$ cat src/rtl/edo_pkg.sv
// Package: shared state encoding for the EDO page-mode controller.
// Assumes: nothing beyond SystemVerilog 2017.
package edo_pkg;

    typedef enum logic [3:0] {
        ST_CLOSED,  // row strobe high, precharge complete
        ST_ACT,     // drive row strobe low
        ST_RCD,     // wait row-to-column delay
        ST_COL,     // drive column strobe low
        ST_CASL,    // hold column strobe low
        ST_CASH,    // hold column strobe high (page precharge)
        ST_OPEN,    // row open, waiting at an access boundary
        ST_PRE,     // row precharge
        ST_CBR_C,   // refresh: column strobe low first
        ST_CBR_R    // refresh: row strobe low
    } ctrl_state_t;

endpackage

$ cat src/rtl/edo_ival_timer.sv
// Module: loadable down-counter that measures one strobe interval.
// A load of N (N >= 1) raises done on the N-th clock edge after the load edge,
// so a strobe changed at the load edge is held exactly N cycles.
// Assumes: load value is never zero.
module edo_ival_timer #(
    parameter int TW = 5
) (
    input  logic          clk,
    input  logic          rst_n,
    input  logic          load,
    input  logic [TW-1:0] load_val,
    output logic          done
);

    logic [TW-1:0] cnt_q;

    // Count down from the loaded interval and rest at zero.
    always_ff @(posedge clk) begin
        if (!rst_n) begin
            cnt_q <= '0;
        end else if (load) begin
            cnt_q <= load_val - TW'(1);
        end else if (cnt_q != '0) begin
            cnt_q <= cnt_q - TW'(1);
        end
    end

    assign done = (cnt_q == '0);

endmodule

$ cat src/rtl/edo_row_age.sv
// Module: counts the clock edges the row strobe has been low for.
// The count clears while the strobe is high and saturates at its top value.
// Assumes: ras_n is the registered strobe as it leaves the controller.
module edo_row_age #(
    parameter int LIMIT = 20000,
    localparam int AGW  = $clog2(LIMIT + 2)
) (
    input  logic           clk,
    input  logic           rst_n,
    input  logic           ras_n,
    output logic [AGW-1:0] age
);

    localparam logic [AGW-1:0] AGE_TOP = '1;

    // Track the age of the low phase of the row strobe.
    always_ff @(posedge clk) begin
        if (!rst_n || ras_n) begin
            age <= '0;
        end else if (age != AGE_TOP) begin
            age <= age + AGW'(1);
        end
    end

endmodule

$ cat src/rtl/edo_page_ctrl.sv
// Module: EDO DRAM page-mode controller (top).
// Accepts one access at a time, keeps the row open for page hits, closes it on
// a miss, a pending refresh or the row-lifetime bound, and runs CAS-first
// refresh cycles. All intervals are clock-cycle counts given as parameters.
// Assumes: every T_* >= 1, T_RAS_MAX > T_RAS + T_CAS + T_CP + 3,
// and the memory row and column widths are both MA_W.
module edo_page_ctrl #(
    parameter int MA_W      = 10,
    parameter int DW        = 8,
    parameter int T_RP      = 8,
    parameter int T_RCD     = 4,
    parameter int T_CAS     = 2,
    parameter int T_CP      = 2,
    parameter int T_RAS     = 12,
    parameter int T_RAS_MAX = 20000,
    localparam int AW       = 2 * MA_W
) (
    input  logic            clk,
    input  logic            rst_n,
    input  logic            req_valid,
    output logic            req_ready,
    input  logic            req_we,
    input  logic [AW-1:0]   req_addr,
    input  logic [DW-1:0]   req_wdata,
    output logic            rd_valid,
    output logic [DW-1:0]   rd_data,
    input  logic            ref_req,
    output logic            ref_gnt,
    output logic            dram_ras_n,
    output logic            dram_cas_n,
    output logic            dram_we_n,
    output logic            dram_oe_n,
    output logic [MA_W-1:0] dram_addr,
    output logic [DW-1:0]   dram_dq_out,
    output logic            dram_dq_oe,
    input  logic [DW-1:0]   dram_dq_in
);
    import edo_pkg::*;

    localparam int TW       = $clog2(T_RP + T_RCD + T_CAS + T_CP + T_RAS + 1);
    localparam int AGW      = $clog2(T_RAS_MAX + 2);
    localparam int SPAN     = T_CAS + T_CP + 3;
    localparam int AGE_STOP = T_RAS_MAX - SPAN;

    ctrl_state_t    st_q, st_d;
    logic           ras_q, ras_d, cas_q, cas_d, we_q, we_d, oe_q, oe_d;
    logic [MA_W-1:0] addr_q, addr_d, row_q, row_d, pcol_q, pcol_d;
    logic [DW-1:0]  dqo_q, dqo_d, pdat_q, pdat_d, rdd_q, rdd_d;
    logic           dqoe_q, dqoe_d, pwe_q, pwe_d, rdv_q, rdv_d, gnt_q, gnt_d;
    logic           t_load, t_done;
    logic [TW-1:0]  t_val;
    logic [AGW-1:0] age;
    logic           min_met, near_limit, row_hit;

    edo_ival_timer #(.TW(TW)) u_tmr (
        .clk(clk), .rst_n(rst_n), .load(t_load), .load_val(t_val), .done(t_done)
    );

    edo_row_age #(.LIMIT(T_RAS_MAX)) u_age (
        .clk(clk), .rst_n(rst_n), .ras_n(ras_q), .age(age)
    );

    // Row may close at this edge / must not start another page access.
    assign min_met    = (int'(age) >= T_RAS - 1);
    assign near_limit = (int'(age) >= AGE_STOP);
    assign row_hit    = (req_addr[AW-1:MA_W] == row_q);

    // Next-state and next-strobe decision for every phase of an access.
    always_comb begin
        st_d = st_q;   ras_d = ras_q;   cas_d = cas_q;   we_d = we_q;
        oe_d = oe_q;   addr_d = addr_q; row_d = row_q;   pcol_d = pcol_q;
        dqo_d = dqo_q; dqoe_d = dqoe_q; pdat_d = pdat_q; pwe_d = pwe_q;
        rdd_d = rdd_q; rdv_d = 1'b0;    gnt_d = 1'b0;
        t_load = 1'b0; t_val = '0;      req_ready = 1'b0;
        unique case (st_q)
            ST_CLOSED: begin
                if (ref_req) begin
                    cas_d = 1'b0; t_load = 1'b1; t_val = TW'(T_CP); st_d = ST_CBR_C;
                end else begin
                    req_ready = 1'b1;
                    if (req_valid) begin
                        addr_d = req_addr[AW-1:MA_W]; row_d = req_addr[AW-1:MA_W];
                        pcol_d = req_addr[MA_W-1:0];  pwe_d = req_we;
                        pdat_d = req_wdata;           st_d  = ST_ACT;
                    end
                end
            end
            ST_ACT: begin
                ras_d = 1'b0; t_load = 1'b1; t_val = TW'(T_RCD); st_d = ST_RCD;
            end
            ST_RCD: if (t_done) begin
                addr_d = pcol_q; we_d = !pwe_q; oe_d = pwe_q;
                dqo_d = pdat_q;  dqoe_d = pwe_q; st_d = ST_COL;
            end
            ST_COL: begin
                cas_d = 1'b0; t_load = 1'b1; t_val = TW'(T_CAS); st_d = ST_CASL;
            end
            ST_CASL: if (t_done) begin
                cas_d = 1'b1; we_d = 1'b1; oe_d = 1'b1; dqoe_d = 1'b0;
                if (!pwe_q) begin rdv_d = 1'b1; rdd_d = dram_dq_in; end
                t_load = 1'b1; t_val = TW'(T_CP); st_d = ST_CASH;
            end
            ST_CASH: if (t_done) st_d = ST_OPEN;
            ST_OPEN: begin
                if (ref_req || near_limit || (req_valid && !row_hit)) begin
                    if (min_met) begin
                        ras_d = 1'b1; t_load = 1'b1; t_val = TW'(T_RP); st_d = ST_PRE;
                    end
                end else begin
                    req_ready = 1'b1;
                    if (req_valid) begin
                        pwe_d = req_we; pdat_d = req_wdata;
                        addr_d = req_addr[MA_W-1:0]; we_d = !req_we; oe_d = req_we;
                        dqo_d = req_wdata; dqoe_d = req_we; st_d = ST_COL;
                    end
                end
            end
            ST_PRE: if (t_done) st_d = ST_CLOSED;
            ST_CBR_C: if (t_done) begin
                ras_d = 1'b0; t_load = 1'b1; t_val = TW'(T_RAS); st_d = ST_CBR_R;
            end
            ST_CBR_R: if (t_done) begin
                ras_d = 1'b1; cas_d = 1'b1; gnt_d = 1'b1;
                t_load = 1'b1; t_val = TW'(T_RP); st_d = ST_PRE;
            end
            default: st_d = ST_CLOSED;
        endcase
    end

    // Register the state, strobes, bus values and host-side outputs.
    always_ff @(posedge clk) begin
        if (!rst_n) begin
            st_q <= ST_CLOSED; ras_q <= 1'b1; cas_q <= 1'b1; we_q <= 1'b1; oe_q <= 1'b1;
            addr_q <= '0; row_q <= '0; pcol_q <= '0; dqo_q <= '0; dqoe_q <= 1'b0;
            pdat_q <= '0; pwe_q <= 1'b0; rdd_q <= '0; rdv_q <= 1'b0; gnt_q <= 1'b0;
        end else begin
            st_q <= st_d; ras_q <= ras_d; cas_q <= cas_d; we_q <= we_d; oe_q <= oe_d;
            addr_q <= addr_d; row_q <= row_d; pcol_q <= pcol_d; dqo_q <= dqo_d;
            dqoe_q <= dqoe_d; pdat_q <= pdat_d; pwe_q <= pwe_d; rdd_q <= rdd_d;
            rdv_q <= rdv_d; gnt_q <= gnt_d;
        end
    end

    assign dram_ras_n  = ras_q;
    assign dram_cas_n  = cas_q;
    assign dram_we_n   = we_q;
    assign dram_oe_n   = oe_q;
    assign dram_addr   = addr_q;
    assign dram_dq_out = dqo_q;
    assign dram_dq_oe  = dqoe_q;
    assign rd_valid    = rdv_q;
    assign rd_data     = rdd_q;
    assign ref_gnt     = gnt_q;

    // a column strobe fall inside a row cycle comes T_RCD or more edges after the row fall.
    p_rcd_min_r3: assert property (@(posedge clk) disable iff (!rst_n)
        ($fell(dram_cas_n) && !dram_ras_n) |-> (int'(age) >= T_RCD));

    // the row strobe low pulse just ended lasted at least T_RAS cycles.
    p_ras_min_r4: assert property (@(posedge clk) disable iff (!rst_n)
        $rose(dram_ras_n) |-> (int'(age) >= T_RAS));

    // the row strobe low interval stays below the lifetime bound.
    p_ras_max_r12: assert property (@(posedge clk) disable iff (!rst_n)
        !dram_ras_n |-> (int'(age) < T_RAS_MAX));

    // a write column strobe fall finds WE already low and the driver on.
    p_early_we_r7: assert property (@(posedge clk) disable iff (!rst_n)
        ($fell(dram_cas_n) && !dram_we_n) |-> ($past(!dram_we_n) && dram_dq_oe));

    // when the row strobe falls with CAS low, CAS was already low before.
    p_cbr_order_r11: assert property (@(posedge clk) disable iff (!rst_n)
        ($fell(dram_ras_n) && !dram_cas_n) |-> $past(!dram_cas_n));

    // the refresh grant is a single-cycle pulse.
    p_gnt_pulse_r11: assert property (@(posedge clk) disable iff (!rst_n)
        ref_gnt |=> !ref_gnt);

    // read data is flagged only as the column strobe returns high.
    p_rdv_at_rise_r8: assert property (@(posedge clk) disable iff (!rst_n)
        rd_valid |-> $rose(dram_cas_n));

endmodule

$ cat config.mk
export PLATFORM = sky130hd
export DESIGN_NAME = edo_page_ctrl
export DESIGN_NICKNAME = d
export VERILOG_FILES = /design/src/rtl/edo_pkg.sv /design/src/rtl/edo_ival_timer.sv /design/src/rtl/edo_row_age.sv /design/src/rtl/edo_page_ctrl.sv
export SDC_FILE = /design/constraint.sdc
export NUM_CORES = 1
export LEC_CHECK = 0
export ABC_AREA = 1
export BUFFER_PORTS_ARGS = -buffer_cell sky130_fd_sc_hd__buf_2
export CAP_MARGIN = 0
export CORE_MARGIN = 2
export CORE_UTILIZATION = 45
export DETAILED_ROUTE_END_ITERATION = 8
export PLACE_DENSITY = 0.76
export SLEW_MARGIN = 15
export SYNTH_ARGS = -nofsm -noshare
export SYNTH_HDL_FRONTEND = slang
export SYNTH_SLANG_ARGS = --single-unit
$ cat constraint.sdc
create_clock -name clk -period 2.7 [get_ports clk]
set_clock_uncertainty 0.05 [all_clocks]
set_input_delay 0.54 -clock clk [delete_from_list [all_inputs] [get_ports clk]]
set_output_delay 0.54 -clock clk [all_outputs]
set_load 0.1 [all_outputs]
==> results of run 1 <==
==> path summary, 6_finish.rpt <==
check,endpoint,slack [ns],cells after the start
max,req_ready,0.15,7
min,pcol_q[0],0.36,3
max reg2reg,u_tmr.cnt_q[4],0.37,13
min reg2reg,rd_data[0],0.40,2
==> area by class of cell <==
class / count / area share, %
Sequential cell: 86 / 35.6
Timing Repair Buffer: 78 / 8.59
Inverter: 80 / 6.26
Clock buffer: 9 / 2.56
Multi-Input combinational cell: 406 / 42.6
Clock inverter: 6 / 1.47
Tap cell: 111 / 2.87
==> power groups by stage <==
stage          registers, mW  clock network, mW  logic (mW)
2_1_floorplan           2.78                  0        1.12
3_3_place_gp            1.77                  0        2.56
3_5_place_dp            1.79                  0        2.60
4_1_cts                 1.76              0.935        2.61
5_1_grt                 1.80              0.984        2.84
6_report                1.77              0.918        2.62
==> sequential cells by signal, summed over array words and instances, names as in the netlist, 4 cells and up <==
signal       count
u_age.age       15
dram_addr       10
pcol_q          10
row_q           10
dram_dq_out      8
pdat_q           8
rd_data          8
u_tmr.cnt_q      5
st_q             4
==> metrics by stage <==
step           setup slack, ns  util [%]
2_1_floorplan           0.0976         -
3_3_place_gp             0.320      50.9
3_5_place_dp             0.221      50.9
4_1_cts                  0.140      53.1
5_1_grt                0.00284      53.1
6_report                 0.145      53.1
==> cell usage after synthesis, types with 3 or more instances <==
cell type and n:
xor2_1 3, o21ai_0 68, o211ai_1 3, ha_1 3, nor4_1 4, a31oi_1 10, nor2_2 7, inv_1 68
nor2_1 76, xnor2_1 5, a221oi_1 4, nand4_1 4, nor3_1 3, nand3_1 27, clkbuf_1 13, nand2_1 103
dfxtp_1 86, a41oi_1 3, inv_2 9, a21oi_1 53, o21ai_1 6
==> routing by layer <==
| layer | part of all wire [%] | vias to the layer above | global-route usage [%] |
|---|---|---|---|
| li1 | - | 2091 | - |
| met1 | 47 | 1888 | 27.1 |
| met2 | 45 | 135 | 34.5 |
| met3 | 5.8 | 19 | 4.60 |
| met4 | 2.1 | 0 | 7.06 |
| met5 | 0 | - | 0 |
==> cells by family after synthesis <==
family	synth area share, %
buf+inv	9.20
compound gates	21.3
fa+ha+maj	0.902
flops	41.4
simple gates	25.5
xor+xnor	1.68
==> worst min-delay path, cell delays in order <==
cell and delay, ns:
buf_2 0.10, inv_1 0.04, a21oi_1 0.05
==> cells in the final DEF (no fill, tap or decap), types with 2 or more instances in the layout <==
cell,netlist,final
nand4_1,4,4
a221oi_1,4,4
o21ai_2,1,2
a41oi_1,3,3
xnor2_1,5,5
inv_1,68,68
nor3_4,2,2
nand3_1,27,27
ha_1,3,3
a31oi_1,10,10
o21ai_0,68,67
o211ai_1,3,3
nand2_2,2,2
nand2_1,103,103
nor3_1,3,3
dfxtp_1,86,86
inv_2,9,9
nor3_2,2,2
a21oi_1,53,53
buf_2,0,73
clkbuf_8,0,9
nor2_1,76,76
nor4_1,4,4
nor2_2,7,7
xor2_1,3,3
buf_4,2,4
clkinv_1,2,2
o21ai_1,6,6
a211oi_1,2,2
nand2_4,2,2
==> impl_metrics.ini, run 1 <==
[clock_tree]
root_buffer = clkbuf_8
htreeDepth = 3
cts.clk_slew.worst_paths_ns = 0.09
post_cts_buffers = 0
cts.sinks = 86
hold_buffers = 0
cts_tree = built
clockBufferDepth = 2
ctsResizeCount = 0
clk_latency_ns = 0.37
cts_buffers = 9

[global_route]
grt_pass1_wl_um = 17100
grtUsageTotal_pct = 20.9
grt_overflow = 0
grt_pass1_vias = 3832
grt_max_degree = 60
antenna_found_initial = 0

[power_and_ir_drop]
p_leak_nw = 2.14
power_density_nw_per_um2 = 1100
swShare_pct = 51.1
power_frac_clock_pct = 17.3
ir_worst_vdd_v = 0.000688
total_power_mw = 5.31
power_frac_seq_pct = 33.3
internal_power_mw = 2.59
pwr-share-comb_pct = 49.4
switchingPower_mw = 2.71

[placed_design]
placed_area_um2 = 4640
globalplace.congestion = 0.941
port_buffers = 74
hpwlAfterDp_um = 7370
dp.cells = 761

[synth]
synth_ff_type = dfxtp_1
synth_top_area_share_pct = 41.4
syn_avg_cell_area_um2 = 7.07
synth_edf_count = 0
seq_area_frac_synth_pct = 41.4
async_flop_share_pct = 0
yosys_warnings = 0
netlist_instances = 589
synth.area.top_cells = dfxtp_1 (41%), nand2_1 (9.3%), o21ai_0 (8.2%)
ys_ff_latch = 86
synth_fp_nets = 633
synth_top_cell_by_area = dfxtp_1
syn_area_um2 = 4160
ys_types = 45

[detailed_routing]
detail-route-antenna-nets = 0
vias_per_cell = 5.33
drcViolationCount = 0
drt_first_pass_iters = 4
routed_wl_um = 10100
vias = 4133
wl_per_cell_um = 13.0
drtIter0Drc = 233

[timing]
rsz0062_at_grt = false
setup-tns-final_ns = 0
max_freq_ghz = 0.391
setup_viol = 0
relSlewSlack_pct = 55.9
worst_slew_pin_slew_ns = 0.656
finalCritPeriodShare_pct = 94.6
worst_hold_slack_ns = 0.360
fin_crit_ns = 2.55
slew_viol_final = 0
finalHoldViolCount = 0

[layout]
fill_cells = 875
area_growth_pct = 16.2
instances_no_fill = 776
drive_gt1_share_pct = 19.1
design_area_um2 = 4840
regArea_um2 = 1720
multi_input_area_um2 = 2060
layout.nets = 705
num_antenna_cells = 0

[worst_setup_path]
worstSetupEndpointType = output port
crit_chain = inv_2 -> nor2_2 -> inv_2 -> nor2_4 -> inv_4 -> o21ai_2 -> buf_12
crit_start = st_q[1]
slowest_delay_ns = 0.47
critical_path_class = flip-flop to output port
cp.arrival_ns = 1.96
critical_path_buf_inv_count = 4
timing.rr.start = st_q[1]
cp_slowest_cell = dfxtp_1
cp.required_ns = 2.11
path_common_cell = inv_2
crit_fanout = 17
path_delay_family = buffers and inverters
startpoint_type = flip-flop

[die]
start_util_pct = 45.7
die_h_um = 100
dieArea_um2 = 10000
core-area_um2 = 9110
io_pins = 75
die_x_um = 100
core.rowCount = 35

[flow_run]
timing.max_cap.violations = 0

[worst_hold_path]
hp-class = input port to flip-flop
min_from = req_addr[0]

[status]
outcome = finished clean
(Power assumes the default switching activity.)
==> run 2, diff against run 1 <==
PLACE_DENSITY = 0.75   (was 0.76)
REMOVE_ABC_BUFFERS = 1   (was not set)
SETUP_SLACK_MARGIN = 0.02   (was not set)
SYNTH_HIERARCHICAL = 1   (was not set)
==> run 2 against run 1 <==
Against the previous run:
- register-to-register slack worse by 0.06 ns
- worst hold slack better by 0.037 ns
- critical path type unchanged
- largest cell class unchanged
- highest routed layer unchanged
- sequential share of layout area decreased by 2.3 points
- core utilization rose by 0.086 points
- setup slack gained 0.083 ns
- total power grew 12%
- non-clock buffer count up 6
- clock power is 12% lower
==> impl_metrics.ini, run 2 <==
[worst_setup_path]
crit_fanout = 7
worstSetupEndpointType = output port
startpoint_type = flip-flop
cp.arrival_ns = 1.88
reg2regPathDepth = 16
cp.required_ns = 2.11
critical_path_class = flip-flop to output port

[global_route]
antenna_found_initial = 0
grtUsageTotal_pct = 20.2
grt_max_degree = 50
grt_overflow = 0
grt_pass1_vias = 3998
grt_pass1_wl_um = 18200

[synth]
yosys_warnings = 6
syn_area_um2 = 4480
ys_types = 41
yosys-top-cells-count = nand2_1 (159), nor2_1 (108), dfxtp_1 (86), inv_1 (58), a21oi_1 (53)
ys_ff_latch = 86
synth_ff_type = dfxtp_1
seq_area_frac_synth_pct = 38.5
netlist_instances = 669
yosysMostFrequentCell = nand2_1
synth_edf_count = 0
synth_top_cell_by_area = dfxtp_1
syn_avg_cell_area_um2 = 6.69
async_flop_share_pct = 0
synth_top_area_share_pct = 38.5
synth.area.top_cells = dfxtp_1 (38%), nand2_1 (13%), nor2_1 (9.1%)

[layout]
largest_register_ff_count = 15
instances_no_fill = 880
layout.nets = 785
design_area_um2 = 5170
area_growth_pct = 15.6
num_antenna_cells = 0
final_cell_mix = nand2_1 (159), nor2_1 (108), dfxtp_1 (85)
regMostFlops = u_age/age
final_common_cell = nand2_1
drive_gt1_share_pct = 19.8

[timing]
slew_viol_final = 0
setup-tns-final_ns = 0
fin_crit_ns = 2.47
finalCritPeriodShare_pct = 91.5
finalHoldViolCount = 0
worst_hold_slack_ns = 0.396
max_freq_ghz = 0.405
setup_viol = 0
rsz0062_at_grt = false
relSlewSlack_pct = 62.2
worst_slew_pin_slew_ns = 0.567

[flow_run]
timing.max_cap.violations = 0

[die]
die_x_um = 104
start_util_pct = 46.0
die_h_um = 104
core.rowCount = 36
core-area_um2 = 9730
io_pins = 75
dieArea_um2 = 10800

[detailed_routing]
drtIter0Drc = 357
detail-route-antenna-nets = 0
vias_per_cell = 5.04
routed_wl_um = 10700
vias = 4432
wl_per_cell_um = 12.2
drcViolationCount = 0
drt_first_pass_iters = 5

[power_and_ir_drop]
ir_worst_vdd_v = 0.000900
power_density_nw_per_um2 = 1150
p_leak_nw = 2.41

[clock_tree]
cts.clk_slew.worst_paths_ns = 0.08
hold_buffers = 0
htreeDepth = 3
clk_latency_ns = 0.36
cts_buffers = 9
clockBufferDepth = 2
cts.sinks = 86
root_buffer = clkbuf_8
cts_tree = built

[worst_hold_path]
hp-class = input port to flip-flop
holdPathStages = 3

[placed_design]
port_buffers = 74
hpwlAfterDp_um = 7830
placed_area_um2 = 4990
dp.cells = 864
globalplace.congestion = 0.957

[status]
outcome = finished clean
run 2: changes by cell type after synthesis, moves of 9 or more:
| cell | delta |
|---|---|
| nand2_1 | +56 |
| nor2_1 | +32 |
| inv_1 | -10 |
| a22o_1 | +9 |
| nand3_1 | +19 |
| o21ai_0 | -31 |
run 2: cells by family (layout without fill, tap and decap cells):
logic type | count (synthesis) | count (layout) | share of synthesized area, %
other | 1 | 2 | 0.0838
AO/OA/AOI/OAI | 111 | 111 | 13.7
adder cells (fa/ha/maj) | 2 | 2 | 0.559
multiplexers | 1 | 1 | 0.224
flip-flops | 86 | 86 | 38.5
buffers and inverters | 93 | 170 | 8.69
XOR/XNOR | 8 | 8 | 1.57
AND/OR/NAND/NOR | 367 | 367 | 36.7
run 2: area by class of cell:
class,count,area [µm²]
fill,977,4560
multi-input combinational,491,2380
sequential,86,1720
timing repair buffer,84,460
inverter,70,278
tap,133,166
clock buffer,13,149
clock inverter,3,20.0
run 2: through the flow:
step | power [mW] | setup WS (ns) | util [%]
final | 5.93 | 0.228 | 53.2
after global routing | 6.34 | 0.0384 | 53.2
after CTS | 5.94 | 0.176 | 53.1
after detailed placement | 5.13 | 0.0304 | 51.3
after global placement | 5.06 | 0.127 | 51.3
after floorplan | 4.46 | 0.291 | -
run 2: worst max-delay path: stages, from the launching register on:
cell and delay (ns):
dfxtp_1 0.46, inv_1 0.07, nand2_1 0.09, nor2_1 0.04, o21ai_0 0.23, a21oi_2 0.12
nand3_1 0.18, nand2_1 0.14, buf_12 0.19
run 2: path summary, 6_finish.rpt:
kind	endpoint	from	slack (ns)
worst min-delay path	rd_data[2]	dram_dq_in[2]	0.40
worst max register to register	u_tmr/cnt_q[4]	u_age/age[2]	0.31
worst min register to register	rd_data[2]	rd_data[2]	0.42
worst max-delay path	req_ready	u_age/age[2]	0.23
run 2: per-layer routing:
layer / wire [µm] / vias to the layer above / global-route usage (%) / share of wire, %
met2: 5210 / 137 / 34.3 / 48
li1: - / 2281 / - / -
met3: 564 / 17 / 2.83 / 5.2
met1: 4800 / 1997 / 25.7 / 45
met4: 181 / 0 / 8.40 / 1.7
met5: 0 / - / 0 / 0
run 2: repair_timing:
action                                  CTS  global route
resized for setup                         0             3
endpoints found under the hold margin     0             0
endpoints found under the setup margin    0             3
buffers inserted                          0             0
run 2: report_power, final:
group	total, mW	switching (mW)	internal (mW)	leakage, nW
Combinational	3.34	2.51	0.826	1.63
Clock	0.807	0.447	0.359	0.0796
Sequential	1.78	0.190	1.59	0.702
Total	5.93	3.15	2.78	2.41
==> run 3, diff against run 2 <==
CTS_BUF_LIST = sky130_fd_sc_hd__clkbuf_4   (was not set)
==> run 3 against run 2 <==
Against the previous run:
- cell area down 1.0%
- register-to-register slack better by 0.08 ns
- worst hold slack worse by 0.097 ns
- clock power down 19%
- count of clock-buffer cells in the layout down 1
- maximum frequency down 2.2%
- sequential power about the same
- total power down 2.7%
- core utilization down 0.54 points
- highest routed layer unchanged
==> impl_metrics.ini, run 3 (synthesis gave the netlist of run 2 again) <==
[timing]
worst_hold_slack_ns = 0.299
finalCritPeriodShare_pct = 93.6
slew_viol_final = 0
finalHoldViolCount = 0
worst_slew_pin_slew_ns = 0.584
worst_slack_ns = 0.172
relSlewSlack_pct = 61.1
rsz0062_at_grt = false
fin_crit_ns = 2.53
setup-tns-final_ns = 0
max_freq_ghz = 0.396
setup_viol = 0

[clock_tree]
cts.clk_slew.worst_paths_ns = 0.13
post_cts_buffers = 0
cts_tree = built
cts_buffers = 9
clk_latency_ns = 0.44
hold_buffers = 0
root_buffer = clkbuf_4
cts.sinks = 86
ctsResizeCount = 0
htreeDepth = 3
clockBufferDepth = 2

[worst_setup_path]
worstSetupEndpointType = output port
cp_slowest_cell = dfxtp_1
path_common_cell = inv_2
startpoint_type = flip-flop
critical_path_class = flip-flop to output port
crit_fanout = 9
slowest_delay_ns = 0.39
crit_chain = inv_2 -> nor2_2 -> inv_2 -> nor2_8 -> nand3_1 -> nand2_1 -> buf_12
cp.required_ns = 2.11
cp.arrival_ns = 1.94

[layout]
drive_gt1_share_pct = 20.3
final_cell_mix = nand2_1 (159), nor2_1 (108), dfxtp_1 (83)
regMostFlops = u_age/age
num_antenna_cells = 0
final_common_cell = nand2_1
layout.nets = 785
design_area_um2 = 5120
largest_register_ff_count = 15
area_growth_pct = 14.4
instances_no_fill = 880

[placed_design]
place_ws_ns = 0.0304
port_buffers = 74
globalplace.congestion = 0.957
hpwlAfterDp_um = 7830
placed_area_um2 = 4990
dp.cells = 864

[detailed_routing]
drcViolationCount = 0
vias_per_cell = 5.05
vias = 4448
drtIter0Drc = 363
wl_per_cell_um = 12.2
routed_wl_um = 10700
detail-route-antenna-nets = 0
drt_first_pass_iters = 6

[power_and_ir_drop]
ir_worst_vdd_v = 0.000899
p_leak_nw = 2.40
power_density_nw_per_um2 = 1130

[die]
die_x_um = 104
io_pins = 75
core.rowCount = 36
core-area_um2 = 9730
die_h_um = 104
start_util_pct = 46.0
dieArea_um2 = 10800

[global_route]
grt_pass1_vias = 4006
grt_pass1_wl_um = 18300
grt_max_degree = 50
grt_overflow = 0
grtUsageTotal_pct = 20.4
antenna_found_initial = 0

[worst_hold_path]
hp-class = input port to flip-flop

[flow_run]
timing.max_cap.violations = 0

[status]
outcome = finished clean
-- run 3: layout make-up --
type / instances / area (µm²)
clock buffer: 12 / 90.1
tap: 133 / 166
fill: 983 / 4610
multi-input combinational: 491 / 2380
timing repair buffer: 84 / 460
sequential: 86 / 1730
clock inverter: 4 / 23.8
inverter: 70 / 278
-- run 3: final timing paths --
path,start,to,slack [ns],cells past startpoint
setup reg to reg,u_age/age[8],u_tmr/cnt_q[4],0.39,17
hold / removal,dram_dq_in[2],rd_data[2],0.30,3
hold reg to reg,rd_data[2],rd_data[2],0.42,2
setup / recovery,st_q[2],req_ready,0.17,7
-- run 3: where the power goes --
part           total (mW)  switching [mW]  leakage (nW)  internal (mW)
registers            1.78           0.190         0.703           1.59
logic                3.34            2.51          1.63          0.826
clock network       0.650           0.434        0.0610          0.216
-- run 3: worst max-delay path: cells and delay by family (launching register included) --
family | cells | cell delay (ns)
flip-flops | 1 | 0.39
buffers and inverters | 3 | 0.35
AND/OR/NAND/NOR | 4 | 0.74
-- run 3: metrics by stage --
step | total power [mW] | utilization [%]
floorplan | 4.46 | -
global placement | 5.06 | 51.3
detailed placement | 5.13 | 51.3
CTS | 5.78 | 52.5
global route | 6.18 | 52.6
finish | 5.77 | 52.6
-- run 3: routing by layer --
layer  up-vias  global-route usage, %  wire length, µm
li1       2286                      -                -
met1      2028                   25.8             4810
met2       120                   34.3             5160
met3        14                   3.78              542
met4         0                   8.30              189
met5         -                      0                0
